===== config.mk =====
export PLATFORM = sky130hd
export DESIGN_NAME = adc_conv_seq
export DESIGN_NICKNAME = d
export VERILOG_FILES = /design/src/rtl/adc_seq_pkg.sv /design/src/rtl/adc_sclk_gen.sv /design/src/rtl/adc_frame_ctrl.sv /design/src/rtl/adc_rx_capture.sv /design/src/rtl/adc_conv_seq.sv
export SDC_FILE = /design/constraint.sdc
export NUM_CORES = 1
export LEC_CHECK = 0
export ABC_AREA = 1
export ABC_CLOCK_PERIOD_IN_PS = 2300
export BUFFER_PORTS_ARGS = -buffer_cell sky130_fd_sc_hd__clkbuf_2
export CORE_MARGIN = 8
export CORE_UTILIZATION = 25
export CTS_BUF_LIST = sky130_fd_sc_hd__clkbuf_16
export DETAILED_ROUTE_END_ITERATION = 12
export GPL_TIMING_DRIVEN = 0
export PLACE_DENSITY = 0.43
export SYNTH_ARGS = -nofsm -noshare
export SYNTH_HDL_FRONTEND = slang
export SYNTH_SLANG_ARGS = --single-unit
export TNS_END_PERCENT = 30

===== constraint.sdc =====
create_clock -name clk -period 2.3 [get_ports clk]
set_input_delay 0.23 -clock clk [delete_from_list [all_inputs] [get_ports clk]]
set_output_delay 0.23 -clock clk [all_outputs]
set_load 0.01 [all_outputs]

===== src/rtl/adc_seq_pkg.sv =====
// Package: shared constants, types and helpers of the conversion sequencer.
// Assumes: an 8-bit command with a leading one, a 3-bit channel, a 12-bit result.
package adc_seq_pkg;

    localparam int CHAN_W      = 3;
    localparam int RES_W       = 12;
    localparam int CMD_W       = 8;
    localparam int SLOT_W      = 5;
    localparam int FLUSH_SLOTS = 16;
    localparam int RX_SLOT0    = 9;

    typedef enum logic [1:0] {
        PH_SETTLE = 2'd0,
        PH_FLUSH  = 2'd1,
        PH_RUN    = 2'd2
    } seq_phase_t;

    // Builds a command: leading one, channel, then single-ended/unipolar/external-clock bits
    function automatic logic [CMD_W-1:0] make_cmd(input logic [CHAN_W-1:0] ch);
        return {1'b1, ch, 4'b1111};
    endfunction

endpackage


===== src/rtl/adc_sclk_gen.sv =====
// Module: serial clock divider with rate clamp.
// Produces adc_sclk from the system clock while run is high, starting with a
// low half. rise_tk/fall_tk are high in the cycle whose closing edge makes
// sclk rise/fall. Assumes cfg_half_div and cfg_slow change only while run is low.
module adc_sclk_gen #(
    parameter int SYS_HZ       = 100_000_000,
    parameter int SCLK_MAX_HZ  = 2_000_000,
    parameter int SCLK_SLOW_HZ = 400_000,
    parameter int SCLK_MIN_HZ  = 100_000,
    parameter int DIV_W        = 16
) (
    input  logic             clk,
    input  logic             rst_n,
    input  logic             run,
    input  logic [DIV_W-1:0] cfg_half_div,
    input  logic             cfg_slow,
    output logic             sclk,
    output logic             rise_tk,
    output logic             fall_tk
);
    localparam int HALF_MIN_FAST = (SYS_HZ + 2*SCLK_MAX_HZ - 1) / (2*SCLK_MAX_HZ);
    localparam int HALF_MIN_SLOW = (SYS_HZ + 2*SCLK_SLOW_HZ - 1) / (2*SCLK_SLOW_HZ);
    localparam int HALF_MAX      = SYS_HZ / (2*SCLK_MIN_HZ);
    localparam logic [DIV_W-1:0] LIM_FAST = DIV_W'(HALF_MIN_FAST);
    localparam logic [DIV_W-1:0] LIM_SLOW = DIV_W'(HALF_MIN_SLOW);
    localparam logic [DIV_W-1:0] LIM_MAX  = DIV_W'(HALF_MAX);

    logic [DIV_W-1:0] half_q;
    logic [DIV_W-1:0] cnt_q;
    logic [DIV_W-1:0] lo_lim;
    logic [DIV_W-1:0] half_d;
    logic             sclk_q;
    logic             wrap;

    // Clamps the requested half-period into the legal range for the option in use
    always_comb begin
        lo_lim = cfg_slow ? LIM_SLOW : LIM_FAST;
        if (cfg_half_div < lo_lim)
            half_d = lo_lim;
        else if (cfg_half_div > LIM_MAX)
            half_d = LIM_MAX;
        else
            half_d = cfg_half_div;
    end

    assign wrap    = run && (cnt_q == half_q - 1'b1);
    assign rise_tk = wrap && !sclk_q;
    assign fall_tk = wrap && sclk_q;
    assign sclk    = sclk_q;

    // Counts system cycles within a half-period and toggles the serial clock
    always_ff @(posedge clk) begin
        if (!rst_n) begin
            cnt_q  <= '0;
            sclk_q <= 1'b0;
            half_q <= LIM_FAST;
        end else if (!run) begin
            cnt_q  <= '0;
            sclk_q <= 1'b0;
            half_q <= half_d;
        end else if (wrap) begin
            cnt_q  <= '0;
            sclk_q <= ~sclk_q;
            half_q <= half_d;
        end else begin
            cnt_q  <= cnt_q + 1'b1;
        end
    end

endmodule


===== src/rtl/adc_frame_ctrl.sv =====
// Module: phase and frame sequencer.
// Waits out the settling interval, flushes sixteen zero slots, then issues
// commands back to back. All slot changes happen on fall_tk. Assumes
// POR_CYC >= 1 and a frame of 15 or 16 slots.
module adc_frame_ctrl
    import adc_seq_pkg::*;
#(
    parameter int POR_CYC = 10_000
) (
    input  logic              clk,
    input  logic              rst_n,
    input  logic              fall_tk,
    input  logic              cfg_mode16,
    input  logic [CHAN_W-1:0] chan_next,
    output logic              run,
    output logic              in_frame,
    output logic [SLOT_W-1:0] slot,
    output logic [CHAN_W-1:0] frame_chan,
    output logic              cs_n,
    output logic              din
);
    localparam int POR_W = $clog2(POR_CYC + 1);
    localparam logic [POR_W-1:0]  POR_LAST   = POR_W'(POR_CYC - 1);
    localparam logic [SLOT_W-1:0] FLUSH_LAST = SLOT_W'(FLUSH_SLOTS - 1);

    seq_phase_t        phase_q;
    logic [POR_W-1:0]  por_q;
    logic [SLOT_W-1:0] slot_q;
    logic [CMD_W-1:0]  cmd_q;
    logic [CHAN_W-1:0] chan_q;
    logic              mode16_q;
    logic [SLOT_W-1:0] frame_last;

    assign frame_last = mode16_q ? SLOT_W'(15) : SLOT_W'(14);
    assign cs_n       = (phase_q == PH_SETTLE);
    assign run        = !cs_n;
    assign in_frame   = (phase_q == PH_RUN);
    assign slot       = slot_q;
    assign frame_chan = chan_q;
    assign din        = cmd_q[CMD_W-1];

    // Advances settle counter, flush slots and frame slots; loads each command
    always_ff @(posedge clk) begin
        if (!rst_n) begin
            phase_q  <= PH_SETTLE;
            por_q    <= '0;
            slot_q   <= '0;
            cmd_q    <= '0;
            chan_q   <= '0;
            mode16_q <= 1'b1;
        end else begin
            case (phase_q)
                PH_SETTLE: begin
                    if (por_q == POR_LAST) begin
                        phase_q <= PH_FLUSH;
                        slot_q  <= '0;
                    end else begin
                        por_q <= por_q + 1'b1;
                    end
                end
                PH_FLUSH: begin
                    if (fall_tk) begin
                        if (slot_q == FLUSH_LAST) begin
                            phase_q  <= PH_RUN;
                            slot_q   <= '0;
                            cmd_q    <= make_cmd(chan_next);
                            chan_q   <= chan_next;
                            mode16_q <= cfg_mode16;
                        end else begin
                            slot_q <= slot_q + 1'b1;
                        end
                    end
                end
                PH_RUN: begin
                    if (fall_tk) begin
                        if (slot_q == frame_last) begin
                            slot_q   <= '0;
                            cmd_q    <= make_cmd(chan_next);
                            chan_q   <= chan_next;
                            mode16_q <= cfg_mode16;
                        end else begin
                            slot_q <= slot_q + 1'b1;
                            cmd_q  <= {cmd_q[CMD_W-2:0], 1'b0};
                        end
                    end
                end
                default: phase_q <= PH_SETTLE;
            endcase
        end
    end

endmodule


===== src/rtl/adc_rx_capture.sv =====
// Module: result deserializer.
// Starts a capture on the rising edge of frame slot RX_SLOT0 and takes RES_W
// bits MSB first on consecutive rising edges. The capture runs on into the
// next frame. Assumes frames are long enough that captures never overlap.
module adc_rx_capture
    import adc_seq_pkg::*;
(
    input  logic              clk,
    input  logic              rst_n,
    input  logic              rise_tk,
    input  logic              in_frame,
    input  logic [SLOT_W-1:0] slot,
    input  logic [CHAN_W-1:0] frame_chan,
    input  logic              dout,
    output logic              res_valid,
    output logic [CHAN_W-1:0] res_chan,
    output logic [RES_W-1:0]  res_data
);
    localparam int CNT_W = $clog2(RES_W + 1);
    localparam logic [CNT_W-1:0]  CNT_LAST = CNT_W'(RES_W - 1);
    localparam logic [SLOT_W-1:0] RX_START = SLOT_W'(RX_SLOT0);

    logic              busy_q;
    logic [CNT_W-1:0]  cnt_q;
    logic [RES_W-1:0]  acc_q;
    logic [CHAN_W-1:0] chan_q;

    // Shifts in result bits and publishes the word with its channel
    always_ff @(posedge clk) begin
        if (!rst_n) begin
            busy_q    <= 1'b0;
            cnt_q     <= '0;
            acc_q     <= '0;
            chan_q    <= '0;
            res_valid <= 1'b0;
            res_chan  <= '0;
            res_data  <= '0;
        end else begin
            res_valid <= 1'b0;
            if (rise_tk) begin
                if (!busy_q && in_frame && slot == RX_START) begin
                    busy_q <= 1'b1;
                    cnt_q  <= CNT_W'(1);
                    acc_q  <= RES_W'(dout);
                    chan_q <= frame_chan;
                end else if (busy_q) begin
                    acc_q <= {acc_q[RES_W-2:0], dout};
                    if (cnt_q == CNT_LAST) begin
                        busy_q    <= 1'b0;
                        res_valid <= 1'b1;
                        res_data  <= {acc_q[RES_W-2:0], dout};
                        res_chan  <= chan_q;
                    end else begin
                        cnt_q <= cnt_q + 1'b1;
                    end
                end
            end
        end
    end

endmodule


===== src/rtl/adc_conv_seq.sv =====
// Module: top of the serial ADC conversion sequencer.
// Ties the clock divider, the frame sequencer and the result deserializer
// together. Assumes the configuration inputs are held steady outside reset.
module adc_conv_seq
    import adc_seq_pkg::*;
#(
    parameter int SYS_HZ       = 100_000_000,
    parameter int POR_US       = 100,
    parameter int SCLK_MAX_HZ  = 2_000_000,
    parameter int SCLK_SLOW_HZ = 400_000,
    parameter int SCLK_MIN_HZ  = 100_000,
    parameter int DIV_W        = 16
) (
    input  logic             clk,
    input  logic             rst_n,
    input  logic [DIV_W-1:0] cfg_half_div,
    input  logic             cfg_slow,
    input  logic             cfg_mode16,
    input  logic [2:0]       chan_next,
    output logic             adc_cs_n,
    output logic             adc_sclk,
    output logic             adc_din,
    input  logic             adc_dout,
    output logic             res_valid,
    output logic [2:0]       res_chan,
    output logic [11:0]      res_data
);
    localparam int POR_CYC = (SYS_HZ / 1_000_000) * POR_US;

    logic              run;
    logic              in_frame;
    logic              rise_tk;
    logic              fall_tk;
    logic [SLOT_W-1:0] slot;
    logic [CHAN_W-1:0] frame_chan;

    adc_sclk_gen #(
        .SYS_HZ      (SYS_HZ),
        .SCLK_MAX_HZ (SCLK_MAX_HZ),
        .SCLK_SLOW_HZ(SCLK_SLOW_HZ),
        .SCLK_MIN_HZ (SCLK_MIN_HZ),
        .DIV_W       (DIV_W)
    ) u_sclk (
        .clk         (clk),
        .rst_n       (rst_n),
        .run         (run),
        .cfg_half_div(cfg_half_div),
        .cfg_slow    (cfg_slow),
        .sclk        (adc_sclk),
        .rise_tk     (rise_tk),
        .fall_tk     (fall_tk)
    );

    adc_frame_ctrl #(
        .POR_CYC(POR_CYC)
    ) u_frame (
        .clk       (clk),
        .rst_n     (rst_n),
        .fall_tk   (fall_tk),
        .cfg_mode16(cfg_mode16),
        .chan_next (chan_next),
        .run       (run),
        .in_frame  (in_frame),
        .slot      (slot),
        .frame_chan(frame_chan),
        .cs_n      (adc_cs_n),
        .din       (adc_din)
    );

    adc_rx_capture u_rx (
        .clk       (clk),
        .rst_n     (rst_n),
        .rise_tk   (rise_tk),
        .in_frame  (in_frame),
        .slot      (slot),
        .frame_chan(frame_chan),
        .dout      (adc_dout),
        .res_valid (res_valid),
        .res_chan  (res_chan),
        .res_data  (res_data)
    );

endmodule


# Word-level counts from Yosys, hierarchy flattened
# Cells that the tools add are included.
[word_totals]
reg_bits = 101
inputBits = 24
out_inout_bits = 19
wordCells = 109
[classes]
add_sub_neg = 5
n_lt_le_gt_ge = 2
eq_ne = 14
n_mux = 40
bitwise = 7
n_reduce_logical = 25
[op_table]
columns = ["operator", "count"]
rows = [
  ["16-bit 2-to-1 mux", 4],
  ["8-bit 2-to-1 mux", 4],
  ["5-bit 2-to-1 mux", 5],
  ["11-bit 2-to-1 mux", 2],
  ["16-bit by 1-bit adder with 16-bit output (second input constant)", 1],
  ["16-bit equality test", 1],
  ["16-bit by 9-bit greater-than comparator with 1-bit output (second input constant)", 1],
  ["16-bit less-than comparator", 1],
  ["8-bit one-hot mux with 2 select lines", 1],
  ["4-bit AND reduction", 4],
  ["16-bit by 1-bit subtractor with 16-bit output (second input constant)", 1],
  ["5-bit one-hot mux with 3 select lines", 1],
  ["14-bit by 1-bit adder with 14-bit output (second input constant)", 1],
  ["14-bit equality test (second input constant)", 1],
  ["3-bit 2-to-1 mux", 4],
  ["4-bit 2-to-1 mux", 3],
  ["5-bit by 4-bit equality test with 1-bit output (second input constant)", 2],
  ["1-bit 2-to-1 mux", 9],
  ["2-bit != test (second input constant)", 4],
  ["7-bit 2-to-1 mux", 1],
  ["1-bit NOT", 7],
  ["2-bit 2-to-1 mux", 3],
  ["2-bit one-hot mux with 3 select lines", 1],
  ["3-bit one-hot mux with 2 select lines", 1],
  ["other kinds (19)", 30],
]

# Depth between registers and ports, before layout
# Gate-level depths: netlist of the first run.
[logic_depth]
ltp_word = 6
mapped_depth = 20
ltp_nobuf = 19

# Modules after synthesis
# A second synthesis of the first run with hierarchy kept.
[unflattened]
hier_cells = 872
hier_area_um2 = 5651.7
[modules_own_cells]
columns = ["module", "n_inst", "cells_each", "area_per_inst_um2", "seq_area_each_um2"]
rows = [
  ["adc_sclk_gen", 1, 396, 2357.3, 660.6],
  ["adc_frame_ctrl", 1, 289, 1893.1, 660.6],
  ["adc_rx_capture", 1, 187, 1401.3, 700.7],
]

# Worst setup path after synthesis of the first run
# No wires, ideal clock.
[synth_timing]
path_kind = "register to register"
startpoint = "register u_sclk.half_q[0]"
endpoint = "register u_frame.cmd_q[1]"
setup_ns = 0.117
t_arrival_ns = 2.074
t_required_ns = 2.183
setup_slack_ns = 0.109
stages_incl_launch_ff = 15
n_path_buf = 1
synth_period_minus_slack_ns = 2.191
path_cell_list = "dfxtp_1 inv_1 ha_1 nand2_4 nor2_4 nand2_1 nand3_1 nand4_1 nor2_2 nand4_1 o21ai_4 nand2_4 buf_6 nor3_1 nor2_1"
[synth_via]
elab_chain_len = 6
word_cells_on_any_way = 7
cone_classes = "1 x add/sub; 3 x eq/ne; 3 x reduce/logical"
[synth_lines]
columns = ["element", "line_no", "text"]
rows = [
  ["start: declaration", "adc_sclk_gen.sv:28", "logic [DIV_W-1:0] half_q;"],
  ["start signal: assignment", "adc_sclk_gen.sv:60", "half_q <= half_d;"],
  ["start signal: assignment", "adc_sclk_gen.sv:64", "half_q <= half_d;"],
  ["16-bit by 1-bit subtractor with 16-bit output (*)", "adc_sclk_gen.sv:46", "assign wrap = run && (cnt_q == half_q - 1'b1);"],
  ["16-bit equality test (*)", "adc_sclk_gen.sv:46", ""],
  ["1-bit logical AND (*)", "adc_sclk_gen.sv:46", ""],
  ["1-bit logical AND (*)", "adc_sclk_gen.sv:48", "assign fall_tk = wrap && sclk_q;"],
  ["2-bit != test (no line)", "--", ""],
  ["4-bit AND reduction (no line) (*)", "--", ""],
  ["end signal: assignment", "adc_frame_ctrl.sv:66", "cmd_q <= make_cmd(chan_next);"],
  ["end signal: assignment", "adc_frame_ctrl.sv:78", "cmd_q <= make_cmd(chan_next);"],
  ["end signal: assignment", "adc_frame_ctrl.sv:83", "cmd_q <= {cmd_q[CMD_W-2:0], 1'b0};"],
  ["end: declaration", "adc_frame_ctrl.sv:29", "logic [CMD_W-1:0] cmd_q;"],
]
# Every way passes the cells marked *; elsewhere a longest branch is shown, timed or not.
# A chain may end at the register's enable or synchronous reset.

# Worst setup path in the final report of the first run
[layout_timing]
startpoint = "register u_sclk.half_q[0]"
endpoint = "register u_frame.cmd_q[3]"
# The elaborated chain is that of the path after synthesis.

==> results of run 1 <==
## metal layers
metal	up-vias	routed length [um]	GRT usage (%)
met5	-	0	0
met3	11	323	2.10
met1	2173	7430	14.9
met4	0	178	4.04
li1	2625	-	-
met2	44	6690	18.4
## kinds of logic (layout without fill, tap and decap cells)
kind of cell | after synthesis | after routing
simple gates | 402 | 404
buf+inv | 119 | 189
compound gates | 105 | 105
flops | 101 | 101
xor+xnor | 24 | 24
fa+ha+maj | 15 | 15
## what timing repair did
action,4_1_cts,5_1_grt
pin swaps,4,11
setup endpoints to repair,86,87
gates resized for setup,32,46
setup buffers,8,3
cloned,3,1
hold buffers,0,0
## sequential cells by signal (all words and copies together), names as in the netlist, 2 cells and up
register / flops
u_sclk.cnt_q: 16
u_sclk.half_q: 16
u_frame.por_q: 14
u_rx.res_data: 12
u_rx.acc_q: 11
u_frame.cmd_q: 8
u_frame.slot: 5
u_rx.cnt_q: 4
u_frame.frame_chan: 3
u_rx.chan_q: 3
u_rx.res_chan: 3
u_frame.phase_q: 2
## synthesized netlist by cell type (3+ instances only)
library cell,count,area [um^2]
a21oi_1,41,205
a31oi_1,4,25.0
and2_1,3,18.8
buf_2,5,25.0
clkbuf_1,7,26.3
dfxtp_1,101,2020
ha_1,15,188
inv_1,97,364
inv_2,4,15.0
nand2_1,172,646
nand2_4,4,45.0
nand3_1,55,275
nand3b_1,4,30.0
nand4_1,22,138
nor2_1,93,349
nor2_2,3,18.8
nor2_4,5,56.3
nor3_1,22,110
nor3b_1,3,22.5
nor4_1,6,37.5
o21ai_0,41,205
xnor2_1,5,43.8
xor2_1,18,158
## critical path, cell delays in order, from the launching register on
cell and delay, ns:
dfxtp_2 0.33, inv_2 0.09, ha_4 0.18, nand2_8 0.08
nor2_4 0.18, nand2_1 0.10, nand3_2 0.12, nand4_1 0.11
nor2_2 0.16, nand4_1 0.21, o21ai_4 0.20, nand2_4 0.11
clkbuf_16 0.18, nor3_2 0.10, nor2_1 0.05
## cell type report
class,count,area share (%)
Buffer,17,1.49
Clock buffer,9,3.44
Clock inverter,7,1.05
Inverter,102,6.01
Multi-Input combinational cell,548,46.6
Sequential cell,101,31.0
Tap cell,275,5.25
Timing Repair Buffer,54,5.13
## path summary, 6_finish.rpt
check | depth (start not counted) | endpoint | start | slack [ns]
setup reg to reg | 14 | u_frame.cmd_q[3]$_SDFFE_PN0P_ | u_sclk.half_q[0]$_SDFFE_PN1P_ | -0.03
hold / removal | 3 | u_rx.res_data[0]$_SDFFE_PN0P_ | adc_dout | 0.14
hold reg to reg | 2 | u_rx.res_data[4]$_SDFFE_PN0P_ | u_rx.res_data[4]$_SDFFE_PN0P_ | 0.46
setup / recovery | 14 | u_frame.cmd_q[3]$_SDFFE_PN0P_ | u_sclk.half_q[0]$_SDFFE_PN1P_ | -0.03
## stage by stage
step | setup WS, ns | setup TNS, ns | instances | area (um^2) | hold WS, ns
floorplan | 0.109 | 0 | 766 | 5340 | 0.380
global placement | -0.497 | -25.66 | 1082 | 5880 | 0.452
detailed placement | -0.481 | -26.57 | 1082 | 5880 | 0.455
CTS | -0.0782 | -0.488 | 1109 | 6380 | 0.142
global route | -0.235 | -11.12 | 1113 | 6560 | 0.151
finish | -0.0314 | -0.138 | 1113 | 6560 | 0.142
## where the power goes
| part | internal, uW | switching, uW |
|---|---|---|
| logic | 197 | 311 |
| registers | 1800 | 58.3 |
| clock network | 764 | 777 |
| total | 2770 | 1150 |
==> impl_results.md, run 1 <==
- Post-Synth XOR/XNOR Area: roughly 4.1%
- Clock buffer count from CTS: 9
- Main combinational cell family by area after synthesis: simple AND/OR/NAND/NOR gates
- First-pass GRT wire length: 24,200 um
- P_leak: ~0.0027 uW
- Fmax: between 400 and 500 MHz
- Multi-input logic area: between 3000 and 4000 um^2
- RSZ-0062 raised after global routing: yes
- Setup ws final: -0.0314 ns
- Commonest cells after routing, fill and taps aside: nand2_1 (163), dfxtp_1 (95), inv_1 (92), nor2_1 (84), nand3_1 (46)
- CTS clk-pin slew, worst paths: roughly 0.08 ns
- Post-synth EDFFs: 0
- Die width: ~160 um
- Die area: ~26,000 um^2
- Final setup fails: 10
- Slew margin rel.: 49.7%
- Root Driver: clkbuf_16
- Final Critical Period: around 2.3 ns
- Distinct cells, synth: 49
- Remaining global-route overflow: 0
- Drt first pass iters: 4
- Die height: around 160 um
- Buffers on Ports: a little over 40
- Post-synthesis compound-gate area fraction: roughly 11%
- Vias in the first global route: 4,786
- Fill cells: between 2,000 and 2,500
- Antenna Nets Post-Route: 0
- Mapped cell area: about 5300 um^2
- Row count: 53
- Initial Util: about 25%
- Via-per-instance ratio: roughly 4.4
- Post-synthesis mux area share: 0%
- Post-synthesis cell count: around 770
- Register area share after synthesis: between 30% and 40%
- Syn nets: 805
- RePlAce Congestion: between 0.7 and 0.8
- Crit share post-route: 101%
- Antenna Cells: 0
- Worst-skew pair later-pin latency: between 0.3 and 0.4 ns
- Core area: around 21,000 um^2
- Final wirelength: between 10,000 and 15,000 um
- Crit-path max FO: 6
- Clk_skew: ~0.010 ns
- # DRC: 0
- Slew @ Worst Pin: about 0.75 ns
- Commonest non-fill, non-tap cell in the layout: nand2_1
- YS warnings: 0
- Hold Violations, Final: 0
- Number of synthesized register bits: between 100 and 150
- Nets@finish: slightly below 900
- CP arrival: around 2.6 ns
- Post-synthesis async set-or-reset flop share: 0%
- Via count: about 4,900
- # H-tree levels: 3
- I/O pins: 43
- Initial DRC count: between 150 and 200
- Largest net degree at the start of global routing: 20
- Synthesis-to-finish area growth: 22.9%
- Post-Synth Simple-Gate Area: 34.5%
- Primary FF master, synth: dfxtp_1
- Post-DP HPWL: 11,000 um
- Buffer depth of the longest clock path: 2
- Number of max-cap violations: 0
- Pwr Total: 3910 uW
- Adder-cell share of the synthesized area: 3.52%
- Startpoint types: register
- Storage cell area: about 2000 um^2
- Power Dens Cells: ~600 nW/um^2
- Result of the run: finished, violations left
- CP Class: reg -> reg
- WP data required: ~2.6 ns
- CTS tree: done
- Setup crit end kind: register
- Wirelength per Cell: about 13 um
- Mean Syn Cell Area: 6.96 um^2
- Clk sink count: around 100
- Max Slew Vio Count: 0
- Share of layout cells above drive strength 1: roughly a fifth
- GRT Total Usage: 11.4%
- Initial antenna violation count: 0
- Peak supply drop: approximately 280 uV
- Failing checks: setup timing
- Worst Hold Class: in -> reg
- Fin util: between 30% and 40%
(Power assumes the default switching activity.)
==> run 2: changes to the inputs <==
--- a/config.mk
+++ b/config.mk
@@ -13,7 +13,7 @@
 export CTS_BUF_LIST = sky130_fd_sc_hd__clkbuf_16
 export DETAILED_ROUTE_END_ITERATION = 12
 export GPL_TIMING_DRIVEN = 0
-export PLACE_DENSITY = 0.43
+export PLACE_DENSITY = 0.5
 export SYNTH_ARGS = -nofsm -noshare
 export SYNTH_HDL_FRONTEND = slang
 export SYNTH_SLANG_ARGS = --single-unit
==> impl_results.md, run 2 (synthesis results as in run 1) <==
- Result of the run: finished, violations left
- Failing checks: setup timing
- CP Class: reg -> reg
- CP peak stage delay: between 0.3 and 0.4 ns
- CP max-delay cell: dfxtp_4
- Peak supply drop: approximately 280 uV
- Initial DRC count: roughly 300
- Setup_tns: -0.503 ns
- RSZ-0062 raised after global routing: yes
- Max Slew Vio Count: 0
- Via count: just under 5,000
- Synthesis-to-finish area growth: 22.1%
- Worst Hold Class: in -> reg
- Fill cells: between 2,000 and 2,500
- Core area: roughly 21,000 um^2
- Slew @ Worst Pin: approximately 0.77 ns
- RePlAce Congestion: just over 0.8
- Worst-skew pair later-pin latency: around 0.36 ns
- Die area: 26,300 um^2
- Nets@finish: 870
- Initial Util: 25.5%
- Clock buffer count from CTS: 9
- CTS tree: done
- Buffers on Ports: a little over 40
- Post-DP HPWL: ~10,000 um
- I/O pins: 43
- Slew margin rel.: roughly half
- Drt first pass iters: 7
- Initial antenna violation count: 0
- Final wirelength: 13,800 um
- Row count: 53
- # DRC: 0
- Setup ws final: -0.0684 ns
- Fmax: roughly 420 MHz
- Die width: 162 um
- Crit-path max FO: 6
- Commonest cells after routing, fill and taps aside: nand2_1 (164), inv_1 (96), dfxtp_1 (95), nor2_1 (85), nand3_1 (43)
- Cells along the critical path: inv_4, ha_4, nand2_4, nor2_4, nand4_1, nand2_1, nand3_1, nor2_2, nand2_2, nor3_4, nand3_4, buf_6, o21ai_2, nor2_1
- # H-tree levels: 3
- WP data required: roughly 2.6 ns
- CTS clk-pin slew, worst paths: ~0.07 ns
- Commonest non-fill, non-tap cell in the layout: nand2_1
- First-pass GRT wire length: about 23,000 um
- Wirelength per Cell: ~12 um
- Crit share post-route: 103%
- Clk_skew: roughly 0.009 ns
- Antenna Cells: 0
- CP arrival: approximately 2.6 ns
- Multi-input logic area: roughly 3100 um^2
- Remaining global-route overflow: 0
- Root Driver: clkbuf_16
- Clk sink count: 101
- Via-per-instance ratio: roughly 4.4
- Fin util: 31.1%
- Startpoint types: register
- Power Dens Cells: about 570 nW/um^2
- P_leak: between 0.002 and 0.003 uW
- Largest net degree at the start of global routing: 16
- Storage cell area: around 2000 um^2
- Setup crit end kind: register
- Hold Violations, Final: 0
- Buffer depth of the longest clock path: 2
- Final Critical Period: about 2.4 ns
- Die height: 162 um
- Top flop regs: u_sclk.cnt_q: 16 flops, u_sclk.half_q: 16 flops, u_frame.por_q: 14 flops
- Share of layout cells above drive strength 1: a little under a fifth
- Antenna Nets Post-Route: 0
- GRT Total Usage: 10.8%
- WHS: 0.145 ns
- Vias in the first global route: around 4,700
- Final setup fails: 23
- Number of max-cap violations: 0
- Hold_buf cts: 0
## run 2: changes by cell type in the layout (fill, tap and decap cells not counted), sizes merged
cell    change
inv         +1
clkbuf      -3
## run 2: final timing paths
path	end	from	cells past startpoint	slack (ns)
worst max-delay path	u_rx.res_data[11]$_SDFFE_PN0P_	u_sclk.half_q[0]$_SDFFE_PN1P_	14	-0.07
worst min-delay path	u_frame.mode16_q$_SDFFE_PN1P_	cfg_mode16	3	0.15
worst max register to register	u_rx.res_data[11]$_SDFFE_PN0P_	u_sclk.half_q[0]$_SDFFE_PN1P_	14	-0.07
worst min register to register	u_sclk.half_q[15]$_SDFFE_PN0P_	u_sclk.half_q[15]$_SDFFE_PN0P_	2	0.46
## run 2: where the power goes
part	switching [uW]	internal (uW)	total, uW	leakage, uW
Clock	684	719	1400	0.000135
Combinational	298	175	473	0.00174
Sequential	57.6	1810	1860	0.000819
## run 2: layout make-up
type,instances,area share (%)
Clock inverter,7,0.538
Timing Repair inverter,1,0.0768
Inverter,102,6.14
Timing Repair Buffer,51,4.42
Multi-Input combinational cell,548,47.4
Tap cell,275,5.28
Sequential cell,101,31.2
Clock buffer,9,3.46
Buffer,17,1.50
## run 2: critical path, delay by kind of cell (launching register included)
family,cells,cell delay (ns)
and+or+nand+nor,10,1.33
DFF,1,0.35
buffers and inverters,2,0.27
adders and majority gates,1,0.17
AOI/OAI and AO/OA,1,0.12
## run 2: per-layer routing
metal	routed length [um]	vias up	GRT usage [%]
met4	216	0	4.29
met5	0	-	0
met2	6230	49	17.2
met1	7050	2216	14.0
met3	325	10	2.33
li1	-	2611	-
## run 2: metrics by stage
step / instance area, um^2 / setup WS (ns) / power [uW] / cells
floorplan: 5340 / 0.109 / 2210 / 766
global placement: 5880 / -0.420 / 2330 / 1082
detailed placement: 5880 / -0.420 / 2340 / 1082
CTS: 6330 / -0.123 / 3780 / 1106
global route: 6520 / -0.290 / 3930 / 1111
finish: 6520 / -0.0684 / 3740 / 1111
## run 2: repair_timing
item | in CTS | in global routing
pin swaps | 7 | 21
cloned | 3 | 1
setup buffers | 5 | 4
setup endpoints to repair | 86 | 86
gates resized for setup | 34 | 55
==> run 3: changes to the inputs <==
--- a/config.mk
+++ b/config.mk
@@ -14,6 +14,7 @@
 export DETAILED_ROUTE_END_ITERATION = 12
 export GPL_TIMING_DRIVEN = 0
 export PLACE_DENSITY = 0.5
+export SKIP_LAST_GASP = 1
 export SYNTH_ARGS = -nofsm -noshare
 export SYNTH_HDL_FRONTEND = slang
 export SYNTH_SLANG_ARGS = --single-unit
==> impl_results.md, run 3 (synthesis results as in run 1) <==
- Result of the run: finished, violations left
- Failing checks: setup timing
- Sw power: roughly 1000 uW
- Commonest cells after routing, fill and taps aside: nand2_1 (166), inv_1 (95), dfxtp_1 (94), nor2_1 (83), nand3_1 (50)
- Nets@finish: slightly below 900
- # DRC: 0
- Clk_skew: about 0.011 ns
- RePlAce Congestion: about 0.8
- # H-tree levels: 3
- Via-per-instance ratio: approximately 4.4
- CTS tree: done
- Remaining global-route overflow: 0
- Initial Util: ~25%
- Initial antenna violation count: 0
- Core area: roughly 21,000 um^2
- Buffer depth of the longest clock path: 2
- Worst Reg-to-Reg Cells: 14
- Crit-path max FO: 6
- Hold Violations, Final: 0
- Dpl cells: roughly 1,100
- Die area: 26,300 um^2
- WP data required: 2.52 ns
- First-pass GRT wire length: 23,300 um
- Sw Ratio: between 20 and 30%
- GRT Total Usage: 10.9%
- Worst Hold Class: in -> reg
- Worst Hold Depth: 3
- RSZ-0062 raised after global routing: yes
- Fmax: around 420 MHz
- Setup_tns: -0.570 ns
- Top flop regs: u_sclk.cnt_q: 16 flops, u_sclk.half_q: 16 flops, u_frame.por_q: 14 flops
- Hold_buf cts: 0
- Power Internal: roughly 2700 uW
- FF-to-FF End: u_frame.mode16_q$_SDFFE_PN1P_
- Crit share post-route: 103%
- Initial DRC count: roughly 290
- Die width: 162 um
- Final setup fails: 18
- Buffers on Ports: 41
- Drt first pass iters: 4
- Clk sink count: roughly 100
- CP arrival: around 2.6 ns
- Share of layout cells above drive strength 1: 18.7%
- Dpl ws: -0.420 ns
- Antenna Cells: 0
- Worst min-delay path startpoint: cfg_mode16
- Slew margin rel.: about half
- Clock buffer count from CTS: 9
- Final wirelength: roughly 14,000 um
- End point of the worst hold path: u_frame.mode16_q$_SDFFE_PN1P_
- Startpoint types: register
- Seq pwr share: approximately 50%
- Max Slew Vio Count: 0
- I/O pins: 43
- Finished Cell Area: between 6000 and 7000 um^2
- Row count: 53
- Commonest non-fill, non-tap cell in the layout: nand2_1
- Final Non-Filler Cells: between 1,000 and 1,500
- Clk pwr share: between 30% and 40%
- Final Critical Period: around 2.4 ns
- WHS: 0.149 ns
- Post-Place Cell Area: between 5000 and 6000 um^2
- Gate power share: 12.7%
- Post-DP HPWL: between 10,000 and 15,000 um
- CTS clk-pin slew, worst paths: around 0.070 ns
- Via count: slightly below 5,000
- Peak supply drop: approximately 300 uV
- Largest net degree at the start of global routing: 16
- Power Dens Cells: 574 nW/um^2
- Worst r2r src: u_sclk.half_q[0]$_SDFFE_PN1P_
- Worst-skew pair later-pin latency: around 0.36 ns
- R2R setup slack: -0.06 ns
- Antenna Nets Post-Route: 0
- Number of max-cap violations: 0
- Setup crit end kind: register
- Die height: 162 um
- Slew @ Worst Pin: between 0.7 and 0.8 ns
- Root Driver: clkbuf_16
- CP Class: reg -> reg
- P_leak: 0.00269 uW
- Setup ws final: -0.0634 ns
- Vias in the first global route: between 4,000 and 5,000
- Wirelength per Cell: between 10 and 15 um
- Synthesis-to-finish area growth: 22.1%
-- run 3: worst max-delay path by stage --
| stage | endpoint | slack [ns] | from | cells past startpoint |
|---|---|---|---|---|
| final | u_frame.mode16_q$_SDFFE_PN1P_ | -0.06 | u_sclk.half_q[0]$_SDFFE_PN1P_ | 14 |
| after CTS | u_rx.res_data[11]$_SDFFE_PN0P_ | -0.13 | u_sclk.half_q[1]$_SDFFE_PN0P_ | 17 |
| after detailed placement | u_sclk.cnt_q[14]$_SDFF_PP0_ | -0.42 | u_sclk.half_q[0]$_SDFFE_PN1P_ | 14 |
| after floorplan | u_frame.cmd_q[1]$_SDFFE_PN0P_ | 0.11 | u_sclk.half_q[0]$_SDFFE_PN1P_ | 14 |
| after global routing | u_frame.frame_chan[2]$_SDFFE_PN0P_ | -0.30 | u_sclk.half_q[1]$_SDFFE_PN0P_ | 18 |
| after global placement | u_rx.acc_q[4]$_SDFFE_PN0P_ | -0.42 | u_sclk.half_q[0]$_SDFFE_PN1P_ | 17 |
-- run 3: power by group through the flow --
stage          clock network, uW  registers (uW)  logic, uW
2_1_floorplan                  0            1890        321
3_3_place_gp                   0            1900        435
3_5_place_dp                   0            1900        438
4_1_cts                     1450            1860        458
5_1_grt                     1520            1880        543
6_report                    1400            1870        476
-- run 3: stage by stage --
step / util, % / power (uW)
global route: 31.1 / 3940
finish: 31.1 / 3740
detailed placement: 28.1 / 2340
floorplan: - / 2210
global placement: 28.1 / 2330
CTS: 30.0 / 3770
-- run 3: layout make-up --
cell class / count / area (um^2)
multi-input cells: 548 / 3050
flip-flops and latches: 101 / 2040
well taps: 275 / 344
fillers: 2375 / 14400
clock buffers: 9 / 225
plain buffers: 17 / 95.1
clock inverters: 7 / 35.0
inverters: 102 / 398
repair buffers: 57 / 330
-- run 3: repair_timing --
| item | 4_1_cts | 5_1_grt |
|---|---|---|
| pin swaps | 5 | 21 |
| hold endpoints to repair | 0 | 0 |
| setup buffers | 5 | 9 |
| gates cloned | 3 | 1 |
| resized for setup | 27 | 49 |
| endpoints found under the setup margin | 86 | 86 |
-- run 3: worst max-delay path, stage by stage (launching register included) --
cell	delay [ns]
dfxtp_4	0.35
inv_4	0.08
ha_4	0.17
nand2_4	0.10
nor2_4	0.17
nand4_1	0.12
nand2_1	0.13
nand3_1	0.10
nor2_2	0.16
nand4_1	0.22
o21ai_4	0.19
buf_4	0.16
nand3_2	0.11
nand2_1	0.11
nand3_1	0.07
-- run 3: routing by layer --
layer / global-route usage (%) / up-vias / wire length (um) / part of all wire (%)
met5: 0 / - / 0 / 0
met4: 4.29 / 0 / 215 / 1.5
met3: 2.33 / 12 / 325 / 2.3
met2: 17.3 / 63 / 6330 / 45
met1: 14.1 / 2239 / 7060 / 51
li1: - / 2628 / - / -
